`src/rtl/lfsr_pkg.sv`:
```
package lfsr_pkg;

    typedef enum logic [0:0] {
        ST_RUN   = 1'b0,
        ST_STUCK = 1'b1
    } lfsr_mode_e;

    typedef enum logic [2:0] {
        ACT_HOLD  = 3'd0,
        ACT_RESET = 3'd1,
        ACT_LOAD  = 3'd2,
        ACT_STEP  = 3'd3,
        ACT_CLEAR = 3'd4
    } lfsr_act_e;

endpackage

```
`src/rtl/lfsr_fb_net.sv`:
```
module lfsr_fb_net #(
    parameter int WIDTH  = 15,
    parameter int TAP_HI = 14,
    parameter int TAP_LO = 0
) (
    input  logic [WIDTH-1:0] cur,
    input  logic [WIDTH-1:0] ld_val,
    output logic [WIDTH-1:0] nxt,
    output logic             ld_ones
);
    localparam logic [WIDTH-1:0] ALL_ONES = {WIDTH{1'b1}};

    logic fb_bit;

    assign fb_bit = ~(cur[TAP_HI] ^ cur[TAP_LO]);

    generate
        if (WIDTH > 1) begin : g_wide
            assign nxt = {cur[WIDTH-2:0], fb_bit};
        end else begin : g_one
            assign nxt = fb_bit;
        end
    endgenerate

    assign ld_ones = (ld_val == ALL_ONES);

endmodule

```
`src/rtl/lfsr_ctrl.sv`:
```
module lfsr_ctrl
    import lfsr_pkg::*;
(
    input  logic      clk,
    input  logic      rst,
    input  logic      adv_en,
    input  logic      ld_en,
    input  logic      ld_ones,
    output lfsr_act_e act,
    output logic      lockup
);
    lfsr_mode_e mode_q, mode_d;

    always_ff @(posedge clk) begin
        if (rst) mode_q <= ST_RUN;
        else     mode_q <= mode_d;
    end

    always_comb begin
        mode_d = mode_q;
        act    = ACT_HOLD;
        if (rst) begin
            act    = ACT_RESET;
            mode_d = ST_RUN;
        end else begin
            unique case (mode_q)
                ST_RUN: begin
                    if (ld_en) begin
                        act    = ACT_LOAD;
                        mode_d = ld_ones ? ST_STUCK : ST_RUN;
                    end else if (adv_en) begin
                        act = ACT_STEP;
                    end
                end
                ST_STUCK: begin
                    if (ld_en) begin
                        act    = ACT_LOAD;
                        mode_d = ld_ones ? ST_STUCK : ST_RUN;
                    end else if (adv_en) begin
                        act    = ACT_CLEAR;
                        mode_d = ST_RUN;
                    end
                end
                default: begin
                    act    = ACT_RESET;
                    mode_d = ST_RUN;
                end
            endcase
        end
    end

    assign lockup = (mode_q == ST_STUCK);


    stuck_leave_chk: assert property (@(posedge clk) disable iff (rst)
        (mode_q == ST_STUCK && adv_en && !ld_en) |=> (mode_q == ST_RUN));


    load_wins_chk: assert property (@(posedge clk) disable iff (rst)
        (ld_en && adv_en) |-> (act == ACT_LOAD));

endmodule

```
`src/rtl/lfsr_state_reg.sv`:
```
module lfsr_state_reg
    import lfsr_pkg::*;
#(
    parameter int WIDTH = 15
) (
    input  logic             clk,
    input  logic             rst,
    input  lfsr_act_e        act,
    input  logic [WIDTH-1:0] step_val,
    input  logic [WIDTH-1:0] ld_val,
    output logic [WIDTH-1:0] state_q
);
    always_ff @(posedge clk) begin
        unique case (act)
            ACT_RESET: state_q <= '0;
            ACT_CLEAR: state_q <= '0;
            ACT_LOAD:  state_q <= ld_val;
            ACT_STEP:  state_q <= step_val;
            default:   state_q <= state_q;
        endcase
    end


    rst_zero_chk: assert property (@(posedge clk)
        rst |=> (state_q == '0));


    load_take_chk: assert property (@(posedge clk) disable iff (rst)
        (act == ACT_LOAD) |=> (state_q == $past(ld_val)));

endmodule

```
`src/rtl/lfsr_seq_counter.sv`:
```
module lfsr_seq_counter
    import lfsr_pkg::*;
#(
    parameter int WIDTH  = 15,
    parameter int TAP_HI = 14,
    parameter int TAP_LO = 0
) (
    input  logic             clk,
    input  logic             rst,
    input  logic             adv_en,
    input  logic             ld_en,
    input  logic [WIDTH-1:0] ld_val,
    output logic [WIDTH-1:0] state_q,
    output logic             lockup
);
    localparam logic [WIDTH-1:0] ALL_ONES = {WIDTH{1'b1}};

    logic [WIDTH-1:0] step_val;
    logic             ld_ones;
    lfsr_act_e        act;

    lfsr_fb_net #(.WIDTH(WIDTH), .TAP_HI(TAP_HI), .TAP_LO(TAP_LO)) u_fb (
        .cur(state_q), .ld_val(ld_val), .nxt(step_val), .ld_ones(ld_ones)
    );

    lfsr_ctrl u_ctrl (
        .clk(clk), .rst(rst), .adv_en(adv_en), .ld_en(ld_en),
        .ld_ones(ld_ones), .act(act), .lockup(lockup)
    );

    lfsr_state_reg #(.WIDTH(WIDTH)) u_reg (
        .clk(clk), .rst(rst), .act(act), .step_val(step_val),
        .ld_val(ld_val), .state_q(state_q)
    );


    lockup_match_chk: assert property (@(posedge clk) disable iff (rst)
        lockup == (state_q == ALL_ONES));


    idle_hold_chk: assert property (@(posedge clk) disable iff (rst)
        (!adv_en && !ld_en) |=> ($stable(state_q) && $stable(lockup)));


    shift_up_chk: assert property (@(posedge clk) disable iff (rst)
        (adv_en && !ld_en && !lockup) |=>
            (state_q[WIDTH-1:1] == $past(state_q[WIDTH-2:0])));


    clear_zero_chk: assert property (@(posedge clk) disable iff (rst)
        (adv_en && !ld_en && lockup) |=> (state_q == '0 && !lockup));

endmodule

```
`config.mk`:
```
export PLATFORM = sky130hd
export DESIGN_NAME = lfsr_seq_counter
export DESIGN_NICKNAME = d
export VERILOG_FILES = /design/src/rtl/lfsr_pkg.sv /design/src/rtl/lfsr_fb_net.sv /design/src/rtl/lfsr_ctrl.sv /design/src/rtl/lfsr_state_reg.sv /design/src/rtl/lfsr_seq_counter.sv
export SDC_FILE = /design/constraint.sdc
export NUM_CORES = 1
export LEC_CHECK = 0
export BUFFER_PORTS_ARGS = -buffer_cell sky130_fd_sc_hd__buf_2
export CAP_MARGIN = 20
export CORE_ASPECT_RATIO = 1.1
export CORE_UTILIZATION = 44
export DETAILED_ROUTE_END_ITERATION = 12
export PLACE_DENSITY = 0.86
export SLEW_MARGIN = 20
export SYNTH_ARGS = -nofsm -noshare
export SYNTH_HDL_FRONTEND = slang
export SYNTH_SLANG_ARGS = --single-unit
```
`constraint.sdc`:
```
create_clock -name clk -period 1.3 [get_ports clk]
set_input_delay 0.065 -clock clk [delete_from_list [all_inputs] [get_ports clk]]
set_output_delay 0.065 -clock clk [all_outputs]
set_load 0.01 [all_outputs]
```
==> results.cfg <==
[clock_tree]
clkSinkCount = 16
cts_resized = 0
clock_tree.buffer_depth = 2
ctsHtreeMaxLevel = 1
holdBufCountCts = 0
cts.clk_slew.worst_paths_ps = 90
cts_buffers = 3
clk_latency_ps = 280
post_cts_buffers = 0
root_buffer = clkbuf_4
tritoncts = done

[yosys]
synth_top_area_share_pct = 59.2
yosys_warnings = 0
yosys-top-cells-area = edfxtp_1, a22oi_1, nor2_1, dfxtp_1, nand4_1
synth_area_per_cell_um2 = 12.3
syn_inst = 62
syn_area_um2 = 761
yosysSeqAreaShare_pct = 61.8
synth_area_leader_cell = edfxtp_1
synth_commonest_cells = edfxtp_1, a22oi_1, nor2_1
synth-edff-count = 15
yosys_register_bits = 16
ys_async_sr_fraction_pct = 0
synth_cell_types = 18
yosysMostFrequentCell = edfxtp_1
synth_nets = 81
synthFlopType = edfxtp_1

[finish]
layout-area-overhead-vs-synth_pct = 27.6
drive_gt1_share_pct = 44.9
final_area_um2 = 971
final_cells = 115
diodes = 0
multi_input_comb_area_um2 = 256
fin_nets = 118
regArea_um2 = 470
fill_cells = 132
final_core_utilization_pct = 60.9

[place]
pre_cts_ws_ps = 141
routabilityCongestion = 0.678
dpl_cell_area_um2 = 945
numPortBuffers = 34
place_hpwl_mm = 1.32
dp.cells = 111

[power]
vdd_ir_drop_max_mv = 0.692
power.density_nw_per_um2 = 1100
total_leakage_power_nw = 0.429

[global_routing]
grt_max_degree = 18
grt_antenna_before_repair = 0
grt.overflow.total = 0
grt_pass1_wl_mm = 2.79
grt_pass1_vias = 588
grt_use_total_pct = 20.1

[timing]
period_minus_slack_ps = 1140
tightest_slew_ps = 323
hold_violations = 0
fin_skew_ps = 3.16
rsz0062_at_grt = false
finalCritPeriodShare_pct = 87.8
slew_headroom_pct = 78.5
fin_setup_tns_ps = 0
worst_slack_ps = 158
slew_violations = 0
max_freq_mhz = 876
setup_viol = 0

[worst_setup_path]
path_buf_inv = 1
crit_required_ps = 1330
crit_family = flip-flops
slowest_delay_ps = 410
path_cells = nor3b_4 > buf_4 > a22oi_1 > nor2_1
arrival_ps = 1170
crit_type = reg2reg
cp-start-kind = flip-flop
end_kind = flip-flop
cp_slowest_cell = dfxtp_1
cp_max_fo = 15

[route]
via_count = 656
drt_wl_total_mm = 1.75
top_layer = met4
dr_wl_met2_um = 890
dr_wl_met3_um = 98
drt-wirelength-per-cell_um = 15.2
ant_nets = 0
vias_per_cell = 5.70
drt_iter0_markers = 29
route.detailed.drc = 0
firstDrtPassIters = 4
drt-met1-wl_um = 746

[outcome]
outcome = completed

[floorplanning]
coreArea_um2 = 1600
dieHeight_um = 45.6
start_util_pct = 47.7
die_area_um2 = 1900
pin_count = 35
fp.dieW_um = 41.6
fp-row-count = 15

[job]
cap_viol_max_count = 0

[min_path]
hold_path_class = in2reg
## state kept, by name, summed over array words and instances (netlist names)
register	count
u_reg.state_q	15
u_ctrl.lockup	1
## worst min-delay path: cells and delay by family
kind | cells | cell delay [ps]
buf+inv | 1 | 110
simple gates | 1 | 80
compound gates | 1 | 70
## cells by family (layout without fill, tap and decap cells)
group           after synthesis  in the layout  synth area share [%]
simple gates                 23             23                  16.4
compound gates               16             16                  16.1
flops                        16             16                  61.8
buf+inv                       6             42                  4.44
xor+xnor                      1              1                  1.15
## metrics by stage
stage          total power, mW  hold slack, ps
2_1_floorplan            0.724             255
3_3_place_gp             0.803             386
3_5_place_dp             0.808             394
4_1_cts                   1.07            96.6
5_1_grt                   1.11            96.9
6_report                  1.06             100
## power by group
group          internal, mW  switching (mW)  total, mW
Combinational        0.0778          0.0955      0.173
Sequential            0.604          0.0217      0.625
Clock                 0.119           0.147      0.266
Total                 0.800           0.264       1.06
## layout make-up
type | instances | share of cell area [%]
clock buffer | 4 | 2.71
inverter | 1 | 0.387
multi-input combinational | 40 | 26.4
sequential | 16 | 48.5
tap | 17 | 2.19
timing repair buffer | 37 | 19.8
## metal layers
| metal | GRT usage (%) | vias up |
|---|---|---|
| li1 | - | 311 |
| met2 | 34.4 | 30 |
| met5 | 0 | - |
| met3 | 2.38 | 2 |
| met1 | 27.2 | 313 |
| met4 | 5.81 | 0 |
## worst paths after layout
| kind | endpoint | cells after the start | from | slack, ps |
|---|---|---|---|---|
| worst max register to register | u_reg.state_q[14] | 4 | u_ctrl.lockup | 160 |
| worst max-delay path | u_reg.state_q[14] | 4 | u_ctrl.lockup | 160 |
| worst min-delay path | u_ctrl.lockup | 3 | ld_val[3] | 100 |
| worst min register to register | u_ctrl.lockup | 2 | u_ctrl.lockup | 560 |
## cell usage in the layout, fill, tap and decap left out
cell type	instances
nand2_1	1
inv_1	1
or4_4	1
nand4_1	3
buf_2	34
clkbuf_1	1
nand2_2	1
nor3b_4	1
nand3b_1	1
xnor2_1	1
dfxtp_1	1
a22oi_1	14
o22ai_2	1
edfxtp_1	15
clkbuf_4	3
nor2_1	14
buf_4	3
a21oi_1	1
or3_1	1
(Power assumes the default switching activity.)
